$ cat src/rtl/pbb_pkg.sv
package pbb_pkg;
  localparam logic [3:0] REG_RP_LO = 4'h0;
  localparam logic [3:0] REG_RP_HI = 4'h1;
  localparam logic [3:0] REG_WP_LO = 4'h2;
  localparam logic [3:0] REG_WP_HI = 4'h3;
  localparam logic [3:0] REG_OFFS  = 4'h4;
  localparam logic [3:0] REG_BLEN  = 4'h5;
  localparam logic [3:0] REG_CMD   = 4'h6;
  localparam logic [3:0] REG_STAT  = 4'h7;
  localparam logic [3:0] REG_DATA  = 4'h8;

  typedef enum logic {ST_IDLE, ST_BUS} eng_state_t;
endpackage

$ cat src/rtl/pbb_fifo.sv
module pbb_fifo #(
  parameter int W  = 8,
  parameter int AW = 2
) (
  input  logic         clk,
  input  logic         rst,
  input  logic         push,
  input  logic [W-1:0] din,
  input  logic         pop,
  output logic [W-1:0] dout,
  output logic         full,
  output logic         empty
);
  localparam int DEPTH = 1 << AW;

  logic [W-1:0]  mem [DEPTH];
  logic [AW-1:0] wp, rp;
  logic [AW:0]   cnt;
  logic          do_push, do_pop;

  assign full    = (cnt == (AW+1)'(DEPTH));
  assign empty   = (cnt == '0);
  assign do_push = push && !full;
  assign do_pop  = pop && !empty;
  assign dout    = mem[rp];

  always_ff @(posedge clk) begin
    if (do_push) mem[wp] <= din;
  end

  always_ff @(posedge clk) begin
    if (rst) begin
      wp  <= '0;
      rp  <= '0;
      cnt <= '0;
    end else begin
      if (do_push) wp <= wp + 1'b1;
      if (do_pop)  rp <= rp + 1'b1;
      if (do_push && !do_pop)      cnt <= cnt + 1'b1;
      else if (do_pop && !do_push) cnt <= cnt - 1'b1;
    end
  end
endmodule

$ cat src/rtl/pbb_engine.sv
module pbb_engine
  import pbb_pkg::*;
#(
  parameter int ADDR_W = 16
) (
  input  logic              clk,
  input  logic              rst,
  input  logic [3:0]        ptr_ld,
  input  logic [7:0]        ptr_val,
  input  logic [7:0]        offs,
  input  logic [7:0]        blen,
  input  logic              start_single,
  input  logic              start_block,
  input  logic              wf_empty,
  input  logic [7:0]        wf_head,
  output logic              wf_pop,
  input  logic              rf_full,
  output logic              rf_push,
  output logic [ADDR_W-1:0] rd_ptr,
  output logic [ADDR_W-1:0] wr_ptr,
  output logic              busy,
  output logic              wb_cyc,
  output logic              wb_we,
  output logic [ADDR_W-1:0] wb_adr,
  output logic [7:0]        wb_dat,
  input  logic              wb_ack
);
  eng_state_t  state;
  logic [7:0]  remain;
  logic [15:0] rp16, wp16;

  assign rp16    = 16'(rd_ptr);
  assign wp16    = 16'(wr_ptr);
  assign wf_pop  = (state == ST_BUS) && wb_ack && wb_we;
  assign rf_push = (state == ST_BUS) && wb_ack && !wb_we;
  assign busy    = (remain != '0) || wb_cyc || !wf_empty;

  always_ff @(posedge clk) begin
    if (rst) begin
      state  <= ST_IDLE;
      wb_cyc <= 1'b0;
      wb_we  <= 1'b0;
      wb_adr <= '0;
      wb_dat <= '0;
      rd_ptr <= '0;
      wr_ptr <= '0;
      remain <= '0;
    end else begin
      if (remain == '0) begin
        if (start_block)       remain <= blen;
        else if (start_single) remain <= 8'd1;
      end
      case (state)
        ST_IDLE: begin
          if (!wf_empty) begin
            wb_cyc <= 1'b1;
            wb_we  <= 1'b1;
            wb_adr <= wr_ptr + ADDR_W'(offs);
            wb_dat <= wf_head;
            state  <= ST_BUS;
          end else if (remain != '0 && !rf_full) begin
            wb_cyc <= 1'b1;
            wb_we  <= 1'b0;
            wb_adr <= rd_ptr + ADDR_W'(offs);
            state  <= ST_BUS;
          end
        end
        ST_BUS: begin
          if (wb_ack) begin
            wb_cyc <= 1'b0;
            state  <= ST_IDLE;
            if (wb_we) wr_ptr <= wr_ptr + 1'b1;
            else begin
              rd_ptr <= rd_ptr + 1'b1;
              remain <= remain - 1'b1;
            end
          end
        end
        default: state <= ST_IDLE;
      endcase
      if (ptr_ld[0]) rd_ptr <= ADDR_W'({rp16[15:8], ptr_val});
      if (ptr_ld[1]) rd_ptr <= ADDR_W'({ptr_val, rp16[7:0]});
      if (ptr_ld[2]) wr_ptr <= ADDR_W'({wp16[15:8], ptr_val});
      if (ptr_ld[3]) wr_ptr <= ADDR_W'({ptr_val, wp16[7:0]});
    end
  end
endmodule

$ cat src/rtl/pbb_bridge.sv
module pbb_bridge
  import pbb_pkg::*;
#(
  parameter int ADDR_W = 16,
  parameter int RF_AW  = 2,
  parameter int WF_AW  = 2
) (
  input  logic              clk,
  input  logic              rst,
  input  logic              cpu_we,
  input  logic              cpu_re,
  input  logic [3:0]        cpu_addr,
  input  logic [7:0]        cpu_wdata,
  output logic [7:0]        cpu_rdata,
  output logic              wb_cyc_o,
  output logic              wb_stb_o,
  output logic              wb_we_o,
  output logic [ADDR_W-1:0] wb_adr_o,
  output logic [7:0]        wb_dat_o,
  input  logic [7:0]        wb_dat_i,
  input  logic              wb_ack_i
);
  logic [7:0]        offs_q, blen_q;
  logic              ovf_q;
  logic [ADDR_W-1:0] rd_ptr, wr_ptr;
  logic [15:0]       rp16, wp16;
  logic [3:0]        ptr_ld;
  logic              wf_push, wf_pop, wf_full, wf_empty;
  logic              rf_push, rf_pop, rf_full, rf_empty;
  logic [7:0]        wf_head, rf_head;
  logic              busy, start_single, start_block, wr_hit;

  assign wr_hit       = cpu_we;
  assign ptr_ld[0]    = wr_hit && cpu_addr == REG_RP_LO;
  assign ptr_ld[1]    = wr_hit && cpu_addr == REG_RP_HI;
  assign ptr_ld[2]    = wr_hit && cpu_addr == REG_WP_LO;
  assign ptr_ld[3]    = wr_hit && cpu_addr == REG_WP_HI;
  assign start_block  = wr_hit && cpu_addr == REG_CMD && cpu_wdata[1];
  assign start_single = wr_hit && cpu_addr == REG_CMD && cpu_wdata[0];
  assign wf_push      = wr_hit && cpu_addr == REG_DATA;
  assign rf_pop       = cpu_re && cpu_addr == REG_DATA && !rf_empty;
  assign rp16         = 16'(rd_ptr);
  assign wp16         = 16'(wr_ptr);
  assign wb_stb_o     = wb_cyc_o;

  pbb_fifo #(.W(8), .AW(WF_AW)) wfifo_i (
    .clk(clk), .rst(rst), .push(wf_push), .din(cpu_wdata), .pop(wf_pop),
    .dout(wf_head), .full(wf_full), .empty(wf_empty));

  pbb_fifo #(.W(8), .AW(RF_AW)) rfifo_i (
    .clk(clk), .rst(rst), .push(rf_push), .din(wb_dat_i), .pop(rf_pop),
    .dout(rf_head), .full(rf_full), .empty(rf_empty));

  pbb_engine #(.ADDR_W(ADDR_W)) eng_i (
    .clk(clk), .rst(rst), .ptr_ld(ptr_ld), .ptr_val(cpu_wdata),
    .offs(offs_q), .blen(blen_q), .start_single(start_single),
    .start_block(start_block), .wf_empty(wf_empty), .wf_head(wf_head),
    .wf_pop(wf_pop), .rf_full(rf_full), .rf_push(rf_push),
    .rd_ptr(rd_ptr), .wr_ptr(wr_ptr), .busy(busy),
    .wb_cyc(wb_cyc_o), .wb_we(wb_we_o), .wb_adr(wb_adr_o),
    .wb_dat(wb_dat_o), .wb_ack(wb_ack_i));

  always_ff @(posedge clk) begin
    if (rst) begin
      offs_q <= '0;
      blen_q <= 8'd1;
      ovf_q  <= 1'b0;
    end else begin
      if (wr_hit && cpu_addr == REG_OFFS) offs_q <= cpu_wdata;
      if (wr_hit && cpu_addr == REG_BLEN) blen_q <= cpu_wdata;
      if (wf_push && wf_full) ovf_q <= 1'b1;
      else if (wr_hit && cpu_addr == REG_STAT && cpu_wdata[3]) ovf_q <= 1'b0;
    end
  end

  always_ff @(posedge clk) begin
    if (rst) cpu_rdata <= '0;
    else if (cpu_re) begin
      case (cpu_addr)
        REG_RP_LO: cpu_rdata <= rp16[7:0];
        REG_RP_HI: cpu_rdata <= rp16[15:8];
        REG_WP_LO: cpu_rdata <= wp16[7:0];
        REG_WP_HI: cpu_rdata <= wp16[15:8];
        REG_OFFS:  cpu_rdata <= offs_q;
        REG_BLEN:  cpu_rdata <= blen_q;
        REG_STAT:  cpu_rdata <= {4'b0, ovf_q, busy, !wf_full, !rf_empty};
        REG_DATA:  cpu_rdata <= rf_empty ? 8'h00 : rf_head;
        default:   cpu_rdata <= 8'h00;
      endcase
    end
  end
endmodule

$ cat config.mk
export PLATFORM = sky130hd
export DESIGN_NAME = pbb_bridge
export DESIGN_NICKNAME = d
export VERILOG_FILES = /design/src/rtl/pbb_pkg.sv /design/src/rtl/pbb_fifo.sv /design/src/rtl/pbb_engine.sv /design/src/rtl/pbb_bridge.sv
export SDC_FILE = /design/constraint.sdc
export NUM_CORES = 1
export LEC_CHECK = 0
export BUFFER_PORTS_ARGS = -buffer_cell sky130_fd_sc_hd__clkbuf_2
export CAP_MARGIN = 20
export CORE_MARGIN = 4
export CORE_UTILIZATION = 68
export CTS_BUF_LIST = sky130_fd_sc_hd__clkbuf_2 sky130_fd_sc_hd__clkbuf_4 sky130_fd_sc_hd__clkbuf_8
export DETAILED_ROUTE_END_ITERATION = 8
export PLACE_DENSITY = 0.92
export REMOVE_ABC_BUFFERS = 1
export SKIP_LAST_GASP = 1
export SYNTH_ARGS = -nofsm -noshare
export SYNTH_HDL_FRONTEND = slang
export SYNTH_SLANG_ARGS = --single-unit
$ cat constraint.sdc
create_clock -name clk -period 9.8 [get_ports clk]
set_input_delay 0.98 -clock clk [delete_from_list [all_inputs] [get_ports clk]]
set_output_delay 0.98 -clock clk [all_outputs]
set_load 0.05 [all_outputs]
==> flow_metrics.tcl, run 1 <==
set metrics [dict create \
    path_delay_family "simple AND/OR/NAND/NOR gates" \
    syn_avg_cell_area_um2 9.58 \
    power_frac_comb_pct 19.1 \
    utilization_pct 76.1 \
    antenna_found_initial 0 \
    synth-seq-area-share_pct 47.4 \
    postCtsSetupBuffers 0 \
    finalSetupViolations 0 \
    cts_hold_buf 0 \
    finalMaxSlewViolations 0 \
    path_buf_inv 0 \
    n_antenna_cell 0 \
    setup-tns-final_ns 0 \
    cts_sinks 172 \
    critPathSlowestCell "a2111oi_1" \
    hp-start "eng_i.wb_adr[7]" \
    fin_skew_ns 0.00952 \
    gp_congestion 0.990 \
    drive_gt1_share_pct 13.1 \
    rr_worst_depth 10 \
    place_ws_ns 5.91 \
    crit_path_max_fanout 23 \
    final_cell_area_um2 9300 \
    finalHoldViolCount 0 \
    clk_latency_ns 0.47 \
    status "finished, final reports clean" \
    synth_flop_cell "dfxtp_1" \
    start_kind "register" \
    r2r_start "wfifo_i.cnt[0]" \
    initial_core_util_pct 70.5 \
    worstPathRequired_ns 10.13 \
    netlist_area_um2 8610 \
    ys_async_sr_fraction_pct 0 \
    max_stage_delay_ns 0.83 \
    vdd_drop_max_uv 204 \
    avgViaCountPerCell 6.44 \
    io_pins 60 \
    internal_power_w 0.00108 \
    worst_ep_arrival_time_ns 4.04 \
    dpl-instance-area_um2 8920 \
    drtPass1Iterations 6 \
    grt-ovfl-total 0 \
    setup_ws_ns 6.10 \
    rows 40 \
    post-route-min-period_ns 3.70 \
    antenna_left 0 \
    drc 0 \
    power_switching_w 0.000510 \
    grt.total_usage_pct 31.6 \
    htree_num_levels 4 \
    vias 7130 \
    worstHoldPathCells 2 \
    ys_types 65 \
    powerDensity_nw_per_um2 171 \
    switching_share_pct 32.1 \
    crit_chain "or3_1 > nand2_1 > nand2_1 > ha_1 > a21oi_1 > a2111oi_1 > nor3_1 > or3_1 > nand3_1 > a21oi_1" \
    p_clk_share_pct 29.8 \
    drv_cap 0 \
    cts_buffer_depth 2 \
    crit_path_end_kind "register" \
    finalWirelength_mm 22.2 \
    r2r_slack_ns 6.10 \
    worst_pin_slew_ns 0.907 \
    area_growth_pct 7.95 \
    grt_setup_unrepaired "false" \
    yosysWarnings 0 \
    port-buffer-count 59 \
    r2r_end "eng_i.wb_adr[15]" \
    synth_edf_count 64 \
    crit_type "reg -> reg" \
    num-fill-cells 876 \
    drt-initial-drc-count 736 \
    fin_crit_sh_pct 37.8 \
    numCtsBuffers 17 \
    cts_tree "built" \
    relSlewSlack_pct 39.3 \
    grt_pass1_wl_mm 35.8 \
    power_leakage_nw 3.29 \
    pwr-share-seq_pct 51.1 \
    die_area_um2 14500 \
    netlist_instances 899 \
    grt_pass1_vias 6808 \
    root_buffer "clkbuf_8" \
    cts.clk_slew.worst_paths_ns 0.09 \
    hold_ws_ns 0.454 \
    min_to "eng_i.wb_adr[7]" \
    max_freq_mhz 270 \
    hp-class "reg -> reg" \
    dp_hpwl_mm 15.7 \
    nNetsFinal 977 \
    cts_resized 0 \
    core_region_area_um2 12200 \
    grt_max_degree 62 \
    die_y_um 121 \
    die_width_um 121 \
    synth_seq_cells 172 \
    wire_per_inst_um 20.1 \
]
==> routing by layer <==
layer | part of all wire (%) | track usage [%] | vias up
met2 | 47 | 50.6 | 402
met3 | 11 | 8.51 | 77
met5 | 0 | 0 | -
met1 | 38 | 40.6 | 3328
met4 | 3.9 | 13.6 | 0
li1 | - | - | 3323
==> cell type report <==
| type | instances | area (µm²) | area share [%] |
|---|---|---|---|
| Multi-Input combinational cell | 660 | 4260 | 45.8 |
| Tap cell | 168 | 210 | 2.26 |
| Clock inverter | 13 | 119 | 1.28 |
| Inverter | 14 | 52.6 | 0.565 |
| Timing Repair Buffer | 61 | 313 | 3.37 |
| Clock buffer | 19 | 255 | 2.75 |
| Sequential cell | 172 | 4080 | 43.9 |
==> placed cells by master (no fill, tap or decap), types with 6 or more instances in the layout <==
cell and n:
a211oi_1 21, a22o_1 9, clkbuf_8 18, nor2_1 93, nand4_1 12, nand2_1 126
o21ai_0 40, edfxtp_1 64, or3_1 11, nor3_1 11, a311oi_1 8, a21oi_1 73
mux4_2 17, clkbuf_2 58, ha_1 23, a22oi_1 14, dfxtp_1 108, nand2b_1 6
nand3_1 34, inv_1 14, nor2b_1 9, xnor2_1 9, xor2_1 18, o31ai_1 6
mux2i_1 27, and2_1 12
==> flip-flops by register name, indices dropped and copies added (netlist names), 3 cells and up, named ones only <==
signal	flops
rfifo_i.mem	32
wfifo_i.mem	32
eng_i.rd_ptr	16
eng_i.wb_adr	16
eng_i.wr_ptr	16
blen_q	8
cpu_rdata	8
eng_i.remain	8
eng_i.wb_dat	8
offs_q	8
rfifo_i.cnt	3
wfifo_i.cnt	3
==> cell families (layout without fill, tap and decap cells) <==
kind of cell | Yosys count | after routing | synth area share (%)
and+or+nand+nor | 349 | 349 | 19.0
AOI/OAI and AO/OA | 209 | 209 | 15.4
DFF | 172 | 172 | 47.4
buffers and inverters | 67 | 107 | 3.08
muxes | 49 | 49 | 8.24
xor gates and xnor gates | 27 | 27 | 2.75
adders and majority gates | 26 | 26 | 4.04
==> synthesized netlist by cell type (6+ instances only) <==
cell type / n / area share, %
a211oi_1: 21 / 1.8
a21oi_1: 73 / 4.2
a22o_1: 9 / 0.92
a22oi_1: 14 / 1.2
a311oi_1: 8 / 0.81
and2_1: 12 / 0.87
clkbuf_1: 46 / 2.0
dfxtp_1: 108 / 25
edfxtp_1: 64 / 22
ha_1: 23 / 3.3
inv_1: 14 / 0.61
mux2i_1: 27 / 3.1
mux4_2: 17 / 4.4
nand2_1: 126 / 5.5
nand2b_1: 6 / 0.44
nand3_1: 34 / 2.0
nand4_1: 12 / 0.87
nor2_1: 93 / 4.1
nor2b_1: 9 / 0.65
nor3_1: 11 / 0.64
o21ai_0: 40 / 2.3
o31ai_1: 6 / 0.52
or3_1: 11 / 0.80
xnor2_1: 9 / 0.92
xor2_1: 18 / 1.8
==> tightest hold or removal path, stage by stage, from the launching register on <==
cell     delay (ns)
dfxtp_1        0.32
nand2_1        0.05
a21oi_1        0.05
==> how the worst max path moves through the flow <==
stage,end,start,cells after the start,slack (ns)
5_1_grt,eng_i.wb_adr[15],wfifo_i.cnt[0],10,5.94
3_5_place_dp,wfifo_i.cnt[2],cpu_addr[1],10,5.91
2_1_floorplan,eng_i.wb_adr[14],wfifo_i.cnt[0],9,6.55
3_3_place_gp,wfifo_i.cnt[2],cpu_addr[1],10,6.00
4_1_cts,eng_i.wb_adr[15],wfifo_i.cnt[0],10,6.23
6_report,eng_i.wb_adr[15],wfifo_i.cnt[0],10,6.10
==> metrics by stage <==
step / std cells / power, W
3_3_place_gp: 1075 / 0.00111
6_report: 1107 / 0.00159
4_1_cts: 1107 / 0.00159
3_5_place_dp: 1075 / 0.00113
5_1_grt: 1107 / 0.00166
2_1_floorplan: 846 / 0.00102
==> power by group through the flow <==
stage	sequential [W]	combinational, W	clock, W
floorplan	0.000853	0.000168	0
global placement	0.000824	0.000288	0
detailed placement	0.000827	0.000299	0
CTS	0.000811	0.000300	0.000475
global route	0.000817	0.000330	0.000510
finish	0.000813	0.000303	0.000473
Note: power is estimated with default switching activity, not from simulation.
==> run 2: changes to the inputs <==
--- a/config.mk
+++ b/config.mk
@@ -5,13 +5,14 @@
 export SDC_FILE = /design/constraint.sdc
 export NUM_CORES = 1
 export LEC_CHECK = 0
+export ABC_AREA = 1
 export BUFFER_PORTS_ARGS = -buffer_cell sky130_fd_sc_hd__clkbuf_2
 export CAP_MARGIN = 20
 export CORE_MARGIN = 4
-export CORE_UTILIZATION = 68
+export CORE_UTILIZATION = 57
 export CTS_BUF_LIST = sky130_fd_sc_hd__clkbuf_2 sky130_fd_sc_hd__clkbuf_4 sky130_fd_sc_hd__clkbuf_8
 export DETAILED_ROUTE_END_ITERATION = 8
-export PLACE_DENSITY = 0.92
+export PLACE_DENSITY = 0.83
 export REMOVE_ABC_BUFFERS = 1
 export SKIP_LAST_GASP = 1
 export SYNTH_ARGS = -nofsm -noshare
==> constraint.sdc (replaced) <==
create_clock -name clk -period 3.2 [get_ports clk]
set_input_delay 0.32 -clock clk [delete_from_list [all_inputs] [get_ports clk]]
set_output_delay 0.32 -clock clk [all_outputs]
set_load 0.05 [all_outputs]
==> run 2 against run 1 <==
Compared with the run above: critical path depth is 6 higher; die area is 21% higher; non-clock buffer count is 9 higher; count of clock-buffer cells in the layout is 1 lower; fmax is 47% higher; hold slack worse by 0.39 ns; routed wire length is 4.5% higher; global-route usage is 5.0 points lower; critical endpoint is now eng_i.wb_adr[14]; largest power group unchanged; highest routed layer unchanged.
==> flow_metrics.tcl, run 2 <==
set metrics [dict create \
    finalMaxSlewViolations 0 \
    r2r_end "eng_i.wb_adr[14]" \
    finalSetupViolations 0 \
    relSlewSlack_pct 42.2 \
    antenna_found_initial 0 \
    crit_path_end "eng_i.wb_adr[14]" \
    drtPass1Iterations 6 \
    die_area_um2 17500 \
    synth_top_area_share_pct 24.5 \
    setup-tns-final_ns 0 \
    worstPathRequired_ns 3.57 \
    core_region_area_um2 15200 \
    netlist_area_um2 8820 \
    antenna_left 0 \
    wire_per_inst_um 16.7 \
    root_buffer "clkbuf_8" \
    synth_flop_cell "dfxtp_1" \
    r2r_slack_ns 0.69 \
    critPathSlowestCell "fa_1" \
    nNetsFinal 1237 \
    worst_ep_arrival_time_ns 2.88 \
    critical_path_depth 16 \
    cts_hold_buf 0 \
    worst_pin_slew_ns 0.865 \
    grt_setup_unrepaired "false" \
    cts_resized 0 \
    postCtsSetupBuffers 0 \
    fin_crit_sh_pct 78.6 \
    htree_num_levels 4 \
    drc 0 \
    n_antenna_cell 0 \
    rr_worst_depth 16 \
    utilization_pct 63.4 \
    post-route-min-period_ns 2.51 \
    yosys-top-cells-count "nand2_1 (180), o21ai_0 (145), inv_1 (140)" \
    drv_cap 0 \
    rows 45 \
    port-buffer-count 59 \
    ys_async_sr_fraction_pct 0 \
    path_buf_inv 0 \
    crit_type "reg -> reg" \
    cts_buffer_depth 2 \
    yosysWarnings 0 \
    netlist_instances 1134 \
    hp-class "in -> reg" \
    cts.clk_slew.worst_paths_ns 0.09 \
    io_pins 60 \
    powerDensity_nw_per_um2 569 \
    multi_input_area_um2 4000 \
    crit_chain "nor2_4 > nand2_2 > nand2_1 > o21ai_0 > ha_1 > fa_1 > nand3_1 > nand2_1 > nand2_1 > nand3_1 > nand2_1 > nor2_1 > nand2_1 > nand2_1 > nor2_1 > nor2_1" \
    path_delay_family "simple AND/OR/NAND/NOR gates" \
    clk_latency_ns 0.47 \
    place_ws_ns 0.628 \
    synth_seq_cells 172 \
    crit_path_max_fanout 10 \
    drt-initial-drc-count 923 \
    max_freq_mhz 398 \
    hold_ws_ns 0.0624 \
    yosys-top-cells-area "dfxtp_1 (25%), edfxtp_1 (22%), o21ai_0 (8.2%), nand2_1 (7.7%), a21oi_1 (6.0%)" \
    numCtsBuffers 17 \
    synth_edf_count 64 \
    gp_congestion 1.00 \
    grt_pass1_vias 7517 \
    startpoint "wfifo_i.cnt[0]" \
    cts_tree "built" \
    dp_hpwl_mm 16.9 \
    num-fill-cells 1314 \
    die_y_um 132 \
    finalWirelength_mm 23.2 \
    synth.most_common_cell "nand2_1" \
    synth-seq-area-share_pct 46.3 \
    fin_skew_ns 0.0117 \
    die_width_um 132 \
    grt_pass1_wl_mm 37.8 \
    layout_commonest_cell "nand2_1" \
    initial_core_util_pct 58.0 \
    setup_ws_ns 0.686 \
    grt.total_usage_pct 26.6 \
    syn_avg_cell_area_um2 7.78 \
    drive_gt1_share_pct 11.5 \
    yosys.area.top_type "dfxtp_1" \
    power_leakage_nw 3.82 \
    finalHoldViolCount 0 \
    path_common_cell "nand2_1" \
    vias 8064 \
    status "finished, final reports clean" \
    ys_types 46 \
    max_stage_delay_ns 0.41 \
    grt-ovfl-total 0 \
    grt_max_degree 42 \
    layout_common_cells "nand2_1 (180), o21ai_0 (145), inv_1 (139)" \
    regArea_um2 4080 \
    start_kind "register" \
    area_growth_pct 9.29 \
    vdd_drop_max_uv 430 \
    r2r_start "wfifo_i.cnt[0]" \
    cts_sinks 172 \
    crit_path_end_kind "register" \
    reg_top3 "rfifo_i.mem: 32 flops, wfifo_i.mem: 32 flops" \
    avgViaCountPerCell 5.81 \
]
==> run 2: cell count changes in the layout (fill, tap and decap cells not counted), moves of 11 or more <==
| cell | before | now |
|---|---|---|
| a211oi_1 | 21 | 1 |
| a21oi_1 | 73 | 105 |
| o22ai_1 | 4 | 23 |
| nand2_1 | 126 | 180 |
| or3_1 | 11 | 0 |
| nor2_1 | 93 | 129 |
| a22oi_1 | 14 | 0 |
| o21ai_0 | 40 | 145 |
| a31oi_1 | 5 | 17 |
| and2_1 | 12 | 0 |
| nand3_1 | 34 | 63 |
| mux4_2 | 17 | 0 |
| inv_1 | 14 | 139 |
| mux2i_1 | 27 | 0 |
==> run 2: cell families after synthesis <==
group	after synthesis	synth area share, %
AOI/OAI and AO/OA	318	19.5
adders and majority gates	26	3.94
DFF	172	46.3
xor gates and xnor gates	12	1.19
buffers and inverters	185	8.41
and+or+nand+nor	421	20.7
==> run 2: worst min path at each step <==
stage                        end  cells past startpoint  slack [ns]           from
2_1_floorplan          blen_q[3]                      1        0.39            rst
3_3_place_gp       rfifo_i.rp[1]                      2        0.45  rfifo_i.rp[1]
3_5_place_dp       rfifo_i.rp[1]                      2        0.46  rfifo_i.rp[1]
4_1_cts        rfifo_i.mem[0][1]                      1        0.05    wb_dat_i[1]
5_1_grt        rfifo_i.mem[0][3]                      1        0.06    wb_dat_i[3]
6_report       rfifo_i.mem[0][1]                      1        0.06    wb_dat_i[1]
==> run 2: where the power goes <==
part / leakage [nW] / total [W] / internal (W) / switching, W
Clock: 0.183 / 0.00148 / 0.000638 / 0.000847
Sequential: 1.45 / 0.00257 / 0.00245 / 0.000119
Combinational: 2.18 / 0.00144 / 0.000406 / 0.00103
==> run 2: routing by layer <==
| metal | vias up | track usage (%) | share of wire (%) | wire length, µm |
|---|---|---|---|---|
| met3 | 68 | 5.51 | 9.0 | 2080 |
| met5 | - | 0 | 0 | 0 |
| met4 | 0 | 11.7 | 3.3 | 769 |
| met1 | 3672 | 35.3 | 41 | 9580 |
| li1 | 3917 | - | - | - |
| met2 | 407 | 42.4 | 46 | 10800 |
==> run 2: through the flow <==
stage	cell area (µm²)	instances	total power, W
global route	9640	1387	0.00575
detailed placement	9260	1355	0.00403
global placement	9260	1355	0.00400
CTS	9640	1387	0.00548
floorplan	8640	1097	0.00361
finish	9640	1387	0.00549
==> run 2: final cells by class <==
| cell class | instances | area share [%] |
|---|---|---|
| clock buffers | 18 | 2.50 |
| clock inverters | 14 | 1.43 |
| inverters | 148 | 5.77 |
| multi-input cells | 777 | 41.5 |
| flip-flops and latches | 172 | 42.4 |
| well taps | 188 | 2.44 |
| repair buffers | 70 | 4.05 |
